## config.mk

```make
export PLATFORM = sky130hd
export DESIGN_NAME = spi_result_responder
export DESIGN_NICKNAME = d
export VERILOG_FILES = /design/src/rtl/srr_pkg.sv /design/src/rtl/srr_sync.sv /design/src/rtl/srr_req_qual.sv /design/src/rtl/srr_shifter.sv /design/src/rtl/spi_result_responder.sv
export SDC_FILE = /design/constraint.sdc
export NUM_CORES = 1
export LEC_CHECK = 0
export BUFFER_PORTS_ARGS = -buffer_cell sky130_fd_sc_hd__buf_2
export CAP_MARGIN = 20
export CORE_MARGIN = 2
export CORE_UTILIZATION = 30
export CTS_CLUSTER_SIZE = 20
export DETAILED_ROUTE_END_ITERATION = 10
export PLACE_DENSITY = 0.5
export SLEW_MARGIN = 20
export SYNTH_ARGS = -nofsm -noshare
export SYNTH_HDL_FRONTEND = slang
export SYNTH_SLANG_ARGS = --single-unit
```

## constraint.sdc

```tcl
create_clock -name clk -period 3.2 [get_ports clk]
set_input_delay 0.16 -clock clk [delete_from_list [all_inputs] [get_ports clk]]
set_output_delay 0.16 -clock clk [all_outputs]
set_load 0.03 [all_outputs]
```

## src/rtl/srr_pkg.sv

```systemverilog
package srr_pkg;
   typedef enum logic [1:0] {
      ST_IDLE  = 2'd0,
      ST_ACQ   = 2'd1,
      ST_READY = 2'd2,
      ST_SETUP = 2'd3
   } srr_state_e;
endpackage

```

## src/rtl/srr_sync.sv

```systemverilog
// Multi-stage synchronizer for an asynchronous single-bit input.
module srr_sync #(
   parameter int   STAGES  = 2,
   parameter logic RST_VAL = 1'b0
) (
   input  logic clk,
   input  logic rst_n,
   input  logic d,
   output logic q
);
   logic [STAGES-1:0] chain;

   generate
      if (STAGES < 2) begin : g_bad_stages
         $error("srr_sync: STAGES must be at least 2");
      end
   endgenerate

   always_ff @(posedge clk or negedge rst_n) begin
      if (!rst_n) chain <= {STAGES{RST_VAL}};
      else        chain <= {chain[STAGES-2:0], d};
   end

   assign q = chain[STAGES-1];
endmodule

```

## src/rtl/srr_req_qual.sv

```systemverilog
// Fires once when the request has been low for MIN_CYC consecutive clocks.
module srr_req_qual #(
   parameter int MIN_CYC = 3000
) (
   input  logic clk,
   input  logic rst_n,
   input  logic req_low_i,
   output logic fire_o
);
   localparam int QW = $clog2(MIN_CYC + 1);
   localparam logic [QW-1:0] Q_SAT  = QW'(MIN_CYC);
   localparam logic [QW-1:0] Q_FIRE = QW'(MIN_CYC - 1);

   logic [QW-1:0] cnt;

   always_ff @(posedge clk or negedge rst_n) begin
      if (!rst_n)          cnt <= '0;
      else if (!req_low_i) cnt <= '0;
      else if (cnt != Q_SAT) cnt <= cnt + 1'b1;
   end

   assign fire_o = req_low_i && (cnt == Q_FIRE);
endmodule

```

## src/rtl/srr_shifter.sv

```systemverilog
// Holds the result word, counts sampling edges, advances on launch edges.
module srr_shifter #(
   parameter int WORD_W = 16
) (
   input  logic              clk,
   input  logic              rst_n,
   input  logic              load_i,
   input  logic [WORD_W-1:0] data_i,
   input  logic              active_i,
   input  logic              launch_i,
   input  logic              sample_i,
   output logic              bit_o,
   output logic              done_o
);
   localparam int CW = $clog2(WORD_W);
   localparam logic [CW-1:0] LAST = CW'(WORD_W - 1);

   logic [WORD_W-1:0] sh;
   logic [CW-1:0]     nsamp;

   always_ff @(posedge clk or negedge rst_n) begin
      if (!rst_n) begin
         sh    <= '0;
         nsamp <= '0;
      end else if (load_i) begin
         sh    <= data_i;
         nsamp <= '0;
      end else if (active_i) begin
         if (sample_i) nsamp <= nsamp + 1'b1;
         // first launch edge keeps the MSB already on the line
         if (launch_i && (nsamp != '0)) sh <= {sh[WORD_W-2:0], 1'b0};
      end
   end

   assign bit_o  = sh[WORD_W-1];
   assign done_o = active_i && sample_i && (nsamp == LAST);
endmodule

```

## src/rtl/spi_result_responder.sv

```systemverilog
module spi_result_responder
   import srr_pkg::*;
#(
   parameter int WORD_W         = 16,
   parameter int SYNC_STAGES    = 2,
   parameter int REQ_MIN_CYCLES = 3000
) (
   input  logic              clk,
   input  logic              rst_n,
   input  logic              cfg_sck_idle_high_i,
   input  logic              req_n_i,
   output logic              acq_req_o,
   input  logic              acq_done_i,
   input  logic [WORD_W-1:0] acq_data_i,
   input  logic              sck_i,
   output logic              sdo_o,
   output logic              sdo_oe_o,
   output logic              drdy_pull_o,
   output logic              setup_o
);
   generate
      if (WORD_W < 2) begin : g_bad_word
         $error("spi_result_responder: WORD_W must be at least 2");
      end
      if (REQ_MIN_CYCLES < 2) begin : g_bad_req
         $error("spi_result_responder: REQ_MIN_CYCLES must be at least 2");
      end
   endgenerate

   srr_state_e state, state_nx;
   logic req_n_s, req_low, req_fire;
   logic sck_s, sck_d, sck_rise, sck_fall, launch, sample;
   logic sh_bit, sh_done, load;

   srr_sync #(.STAGES(SYNC_STAGES), .RST_VAL(1'b1)) u_req_sync (
      .clk(clk), .rst_n(rst_n), .d(req_n_i), .q(req_n_s));
   srr_sync #(.STAGES(SYNC_STAGES), .RST_VAL(1'b0)) u_sck_sync (
      .clk(clk), .rst_n(rst_n), .d(sck_i), .q(sck_s));

   assign req_low = !req_n_s;

   srr_req_qual #(.MIN_CYC(REQ_MIN_CYCLES)) u_qual (
      .clk(clk), .rst_n(rst_n), .req_low_i(req_low), .fire_o(req_fire));

   always_ff @(posedge clk or negedge rst_n) begin
      if (!rst_n) sck_d <= 1'b0;
      else        sck_d <= sck_s;
   end

   assign sck_rise = sck_s && !sck_d;
   assign sck_fall = !sck_s && sck_d;
   assign launch   = cfg_sck_idle_high_i ? sck_fall : sck_rise;
   assign sample   = cfg_sck_idle_high_i ? sck_rise : sck_fall;

   assign load = (state == ST_ACQ) && acq_done_i && !req_low;

   srr_shifter #(.WORD_W(WORD_W)) u_shift (
      .clk(clk), .rst_n(rst_n), .load_i(load), .data_i(acq_data_i),
      .active_i(state == ST_READY), .launch_i(launch), .sample_i(sample),
      .bit_o(sh_bit), .done_o(sh_done));

   always_comb begin
      state_nx = state;
      unique case (state)
         ST_IDLE:  if (req_fire) state_nx = ST_ACQ;
         ST_ACQ:   if (acq_done_i) state_nx = req_low ? ST_SETUP : ST_READY;
         ST_READY: if (sh_done) state_nx = ST_IDLE;
         ST_SETUP: if (!req_low) state_nx = ST_IDLE;
         default:  state_nx = ST_IDLE;
      endcase
   end

   always_ff @(posedge clk or negedge rst_n) begin
      if (!rst_n) state <= ST_IDLE;
      else        state <= state_nx;
   end

   assign acq_req_o   = (state == ST_ACQ);
   assign drdy_pull_o = (state == ST_READY);
   assign sdo_oe_o    = (state == ST_READY);
   assign sdo_o       = (state == ST_READY) ? sh_bit : 1'b0;
   assign setup_o     = (state == ST_SETUP);
endmodule

```

Word-level counts from Yosys, hierarchy flattened --
Cells that the tools add are included.
Storage, ports and cells: input port bits 22, flip-flop bits (word level) 39
Cells by class: mux-type cells 17, reductions and logical operators 20, equal/unequal tests 10, $add $sub $neg 2
Operators with widths (number):
- 16-bit 2-to-1 mux | 3
- 12-bit 2-to-1 mux | 2
- 12-bit by 1-bit adder with 12-bit output, second input constant | 1
- 12-bit == test, second input constant | 1
- 4-bit 2-to-1 mux | 3
- 12-bit != test, second input constant | 1
- 1-bit logical AND | 8
- 2-bit 2-to-1 mux | 4
- 2-bit case mux with 4 select lines | 1
- 2-bit nonzero test | 4
- 4-bit by 1-bit adder with 4-bit output, second input constant | 1
- 2-bit == test, second input constant | 2
- 4-bit == test, second input constant | 1
- 1-bit 2-to-1 mux | 4
- 2-bit by 1-bit != test with 1-bit output, second input constant | 2
- 2-bit != test, second input constant | 2
- 2-bit AND reduction | 2
- 4-bit AND reduction | 1
- 4-bit nonzero test | 1
- 1-bit logical NOT | 3
- 2-bit by 1-bit == test with 1-bit output, second input constant | 1
- 2-bit logical NOT | 1

Longest topological paths before layout --
word-level depth 7, gate-level depth with buffers 6

Modules after synthesis --
Synthesis repeated with hierarchy kept, for this count alone.
Unflattened totals: cell total of the unflattened synthesis 206, area, all modules 2048.2 µm²
Modules (own cells, without submodules):
- srr_shifter | times used 1, area an instance 1078.5 µm², sequential area each 500.5 µm², cells each 114
- srr_req_qual | times used 1, area an instance 669.4 µm², sequential area each 300.3 µm², cells each 68
- spi_result_responder | times used 1, area an instance 197.7 µm², sequential area each 75.1 µm², cells each 20
- srr_sync at u_req_sync | times used 1, area an instance 52.6 µm², sequential area each 52.6 µm², cells each 2
- srr_sync at u_sck_sync | times used 1, area an instance 50.0 µm², sequential area each 50.0 µm², cells each 2

Worst setup path before layout --
No wires, ideal clock.
kind flip-flop to flip-flop, from register sck_d, to register u_shift.sh[10], cell stages (with the launch flop) 6, buffers on the path 1, data required time 3.057 ns, slack 1.306 ns, arrival time 1.751 ns, library setup time 0.143 ns, cell sequence dfrtp_1 -> or3b_4 -> a221oi_4 -> buf_8 -> mux2i_1 -> a21oi_2
Between the ends: cells in the longest elaborated chain, start to end 6, elaborated cells on any way between the ends 7, classes of those cells mux: 1; reduce/logical: 6
Ends and longest elaborated chain:
- start: declaration | RTL line spi_result_responder.sv:32 | logic sck_s, sck_d, sck_rise, sck_fall, launch, sample;
- start signal: assignment | RTL line spi_result_responder.sv:47 | else sck_d <= sck_s;
- 1-bit logical NOT | RTL line spi_result_responder.sv:50 | assign sck_rise = sck_s && !sck_d;
- 1-bit logical AND | RTL line spi_result_responder.sv:50
- 1-bit 2-to-1 mux * | RTL line spi_result_responder.sv:52 | assign launch = cfg_sck_idle_high_i ? sck_fall : sck_rise;
- 1-bit logical AND * | RTL line srr_shifter.sv:31 | if (launch_i && (nsamp != '0)) sh <= {sh[WORD_W-2:0], 1'b0};
- 2-bit nonzero test (no line) *
- 2-bit AND reduction (no line) *
- end signal: assignment | RTL line srr_shifter.sv:26 | sh <= data_i;
- end signal: assignment | RTL line srr_shifter.sv:31
- end: declaration | RTL line srr_shifter.sv:18 | logic [WORD_W-1:0] sh;
Every way passes the cells marked *; elsewhere a longest branch is shown, timed or not. A chain may end at the register's enable or synchronous reset.

Worst setup path in the final report --
from register u_sck_sync.chain[1], to register u_shift.sh[14]
Between the ends: cells in the longest elaborated chain, start to end 6, elaborated cells on any way between the ends 7, classes of those cells mux: 1; reduce/logical: 6
Ends and longest elaborated chain:
- start: declaration | RTL line srr_sync.sv:11 | logic [STAGES-1:0] chain;
- start signal: assignment | RTL line srr_sync.sv:20 | if (!rst_n) chain <= {STAGES{RST_VAL}};
- start signal: assignment | RTL line srr_sync.sv:21 | else chain <= {chain[STAGES-2:0], d};
- 1-bit logical NOT | RTL line spi_result_responder.sv:51 | assign sck_fall = !sck_s && sck_d;
- 1-bit logical AND | RTL line spi_result_responder.sv:51
- 1-bit 2-to-1 mux * | RTL line spi_result_responder.sv:52
- 1-bit logical AND * | RTL line srr_shifter.sv:31
- 2-bit nonzero test (no line) *
- 2-bit AND reduction (no line) *
Marked as above.

==> results.md <==
- Clock buffer depth: 2
- GRT met2 Usage: 14.8%
- Antenna violations before repair: 0
- Placer Congestion: 0.703
- Critical path type: reg -> reg
- DRC violations left: 0
- Root buffer cell: clkbuf_8
- VDD IR max: 0.447 mV
- Leakage Power: 0.987 nW
- Fin Hold WS: -0.0338 ns
- Fin nets: 241
- CTS sink cnt: 39
- Initial Utilization: 30.6%
- First-pass GRT wire length: 5.94 mm
- Gate Count Post-Synth: 185
- Share of layout cells above drive strength 1: 22.7%
- Area contributors post-synth: dfrtp_1, mux2i_1, nor2_1
- Final Max Tran Viols: 0
- Met3 usage: 2.57%
- Worst r2r dst: u_shift.sh[14]
- Fill cells: 649
- Synth warn: 0
- Final cycle utilization of the critical path: 57.6%
- Crit Path Max Fanout: 16
- Kind of path behind the tightest hold check: in -> async
- Flops & latches, synth: 39
- Final core occ: 36.2%
- DRT iter0 DRCs: 52
- CP arrival: 2.00 ns
- GR peak layer: met1
- TritonCTS buffer count: 5
- Total GRT Usage: 10.5%
- Vias: 1339
- Max-Cap Viols: 0
- M1 GR Usage: 15.2%
- Synth top area share: 48.3%
- Die Wd: 84.0 um
- Clock Skew: 0.0139 ns
- Row count: 29
- Synth-to-layout area growth: 18.6%
- PwrDens: 668 nW/um^2
- Die area: 7050 sq um
- Synth area leader: dfrtp_1
- Synthesized Nets: 211
- Failing checks: hold timing
- Post-synthesis sequential area ratio: 51.0%
- Highest clock rate: 543 MHz
- Worst slew pin tran: 0.856 ns
- GRT overflow: 0
- Setup slack after layout: 1.36 ns
- Hpwl dp: 2.35 mm
- Mapped Avg Cell Area: 10.4 sq um
- Antenna-violating nets left: 0
- Critical path endpoint: u_shift.sh[14]
- RR Startpoint: u_sck_sync.chain[1]
- CTS clock-pin slew for the worst setup and hold paths: 0.09 ns
- Startpoint Class: register
- Routed wire per std cell: 11.8 um
- Vias in the first global route: 1279
- Total Power: 1.52 mW
- Largest net degree at the start of global routing: 40
- CTS tree: yes
- ANT cells: 0
- RSZ-0062 raised after global routing: no
- Total wire length: 3.45 mm
- Core area: 6280 sq um
- R2r setup slk: 1.36 ns
- Distinct cells, synth: 32
- Min Tclk post-route: 1.84 ns
- IO buf count: 26
- Latest clock arrival within the worst-skew pair: 0.29 ns
- Setup Total Neg Slack: 0 ns
- Crit path launch: u_sck_sync.chain[1]
- Initial DRT Pass Iterations: 4
- H-tree depth: 2
- Worst EP required: 3.36 ns
- # setup viols final: 0
- Post CTS Setup Buffer Count: 0
- Slew HR: 42.9%
- Fin. Hold Viols: 37
- Number of I/O pins: 27
- Post-Syn Area: 1920 sq um
- R2r worst-path depth: 5
- Kind of end point of the critical path: register
- Vias per cell: 4.57
- Die height: 84.0 um
- Dpl ws: 1.37 ns
- Outcome: finished, violations left
Yosys cell counts:
| master | count |
|---|---|
| and3_1 | 1 |
| a221oi_4 | 1 |
| nor2_1 | 27 |
| or3b_1 | 2 |
| nor4_1 | 3 |
| or4_1 | 1 |
| nand3_1 | 7 |
| o21ai_0 | 5 |
| xnor2_1 | 7 |
| nand2b_1 | 3 |
| or3b_4 | 1 |
| dfrtp_1 | 37 |
| ha_1 | 4 |
| a21oi_1 | 12 |
| mux2i_1 | 19 |
| or3_1 | 3 |
| buf_1 | 1 |
| nand2_1 | 11 |
| and2_1 | 2 |
| inv_1 | 8 |
| buf_8 | 1 |
| a21oi_2 | 9 |
| a211oi_1 | 1 |
| dfstp_2 | 2 |
| o21ai_1 | 1 |
| nor2b_1 | 1 |
| clkbuf_1 | 4 |
| nor3_1 | 3 |
| buf_4 | 1 |
| nand4_1 | 1 |
| xor2_1 | 2 |
| nand3b_1 | 4 |
metal layers:
metal	vias to the layer above	routed length (um)
li1	690	-
met5	-	0
met4	0	34
met1	625	1870
met2	20	1440
met3	4	110
state kept, by name, summed over array words and instances (netlist names):
name / flops
u_req_sync.chain: 2
u_shift.sh: 16
sck_d: 1
state: 2
u_shift.nsamp: 4
u_sck_sync.chain: 2
u_qual.cnt: 12
kinds of logic (layout without fill, tap and decap cells):
logic type               count (synthesis)  in the layout  share of synthesized area [%]
AND/OR/NAND/NOR                         70             70                           18.1
flip-flops                              39             39                           51.0
AO/OA/AOI/OAI                           29             29                           10.6
multiplexers                            19             19                           9.92
buffers and inverters                   15             46                           3.72
XOR/XNOR                                 9              9                           4.11
adder cells (fa/ha/maj)                  4              4                           2.61
where the power goes:
part	internal (mW)	switching, mW
Combinational	0.163	0.164
Sequential	0.616	0.0881
Clock	0.311	0.178
per-stage QoR:
stage | instances | instance area, sq um | hold slack (ns)
after floorplan | 185 | 1920 | -0.136
after global placement | 283 | 2120 | 0.269
after detailed placement | 283 | 2120 | 0.266
after CTS | 293 | 2270 | 0.0174
after global routing | 293 | 2270 | 0.0596
final | 293 | 2270 | -0.0338
cells in the final DEF, fill, tap and decap left out:
cell,n
a211oi_1,1
a21oi_1,12
a21oi_2,9
a221oi_4,1
and2_1,2
and3_1,1
buf_2,26
buf_4,2
bufinv_16,2
clkbuf_8,5
clkinvlp_4,1
dfrtp_1,37
dfstp_2,2
dlygate4sd3_1,2
ha_1,4
inv_1,8
mux2i_1,19
nand2_1,11
nand2b_1,3
nand3_1,7
nand3b_1,4
nand4_1,1
nor2_1,27
nor2b_1,1
nor3_1,3
nor4_1,3
o21ai_0,5
o21ai_1,1
or3_1,3
or3b_1,2
or3b_4,1
or4_1,1
xnor2_1,7
xor2_1,2
critical path, cell delays in order (launching register included):
cell and delay, ns:
dfrtp_1 0.41, or3b_4 0.41, a221oi_4 0.25, buf_4 0.30
mux2i_1 0.26, a21oi_2 0.07
worst min-delay path by stage:
stage	startpoint	end	slack [ns]	depth (start not counted)
after global placement	sck_i	u_sck_sync.chain[0]	0.27	1
after CTS	rst_n	u_sck_sync.chain[1]	0.02	1
after floorplan	rst_n	sck_d	-0.14	0
after global routing	rst_n	u_shift.nsamp[0]	0.06	1
after detailed placement	req_n_i	u_req_sync.chain[0]	0.27	1
final	rst_n	u_sck_sync.chain[1]	-0.03	1
what timing repair did:
action,in CTS,in global routing
hold buffers,2,0
gates resized for setup,0,0
endpoints found under the hold margin,2,0
cell type report:
class / instances / area, sq um / area share, %
clock buffer: 5 / 68.8 / 3.03
timing repair buffer: 30 / 165 / 7.26
multi-input combinational: 131 / 868 / 38.2
sequential: 39 / 978 / 43.0
tap: 77 / 96.3 / 4.24
clock inverter: 3 / 67.6 / 2.97
inverter: 8 / 30.0 / 1.32
(Power assumes the default switching activity.)
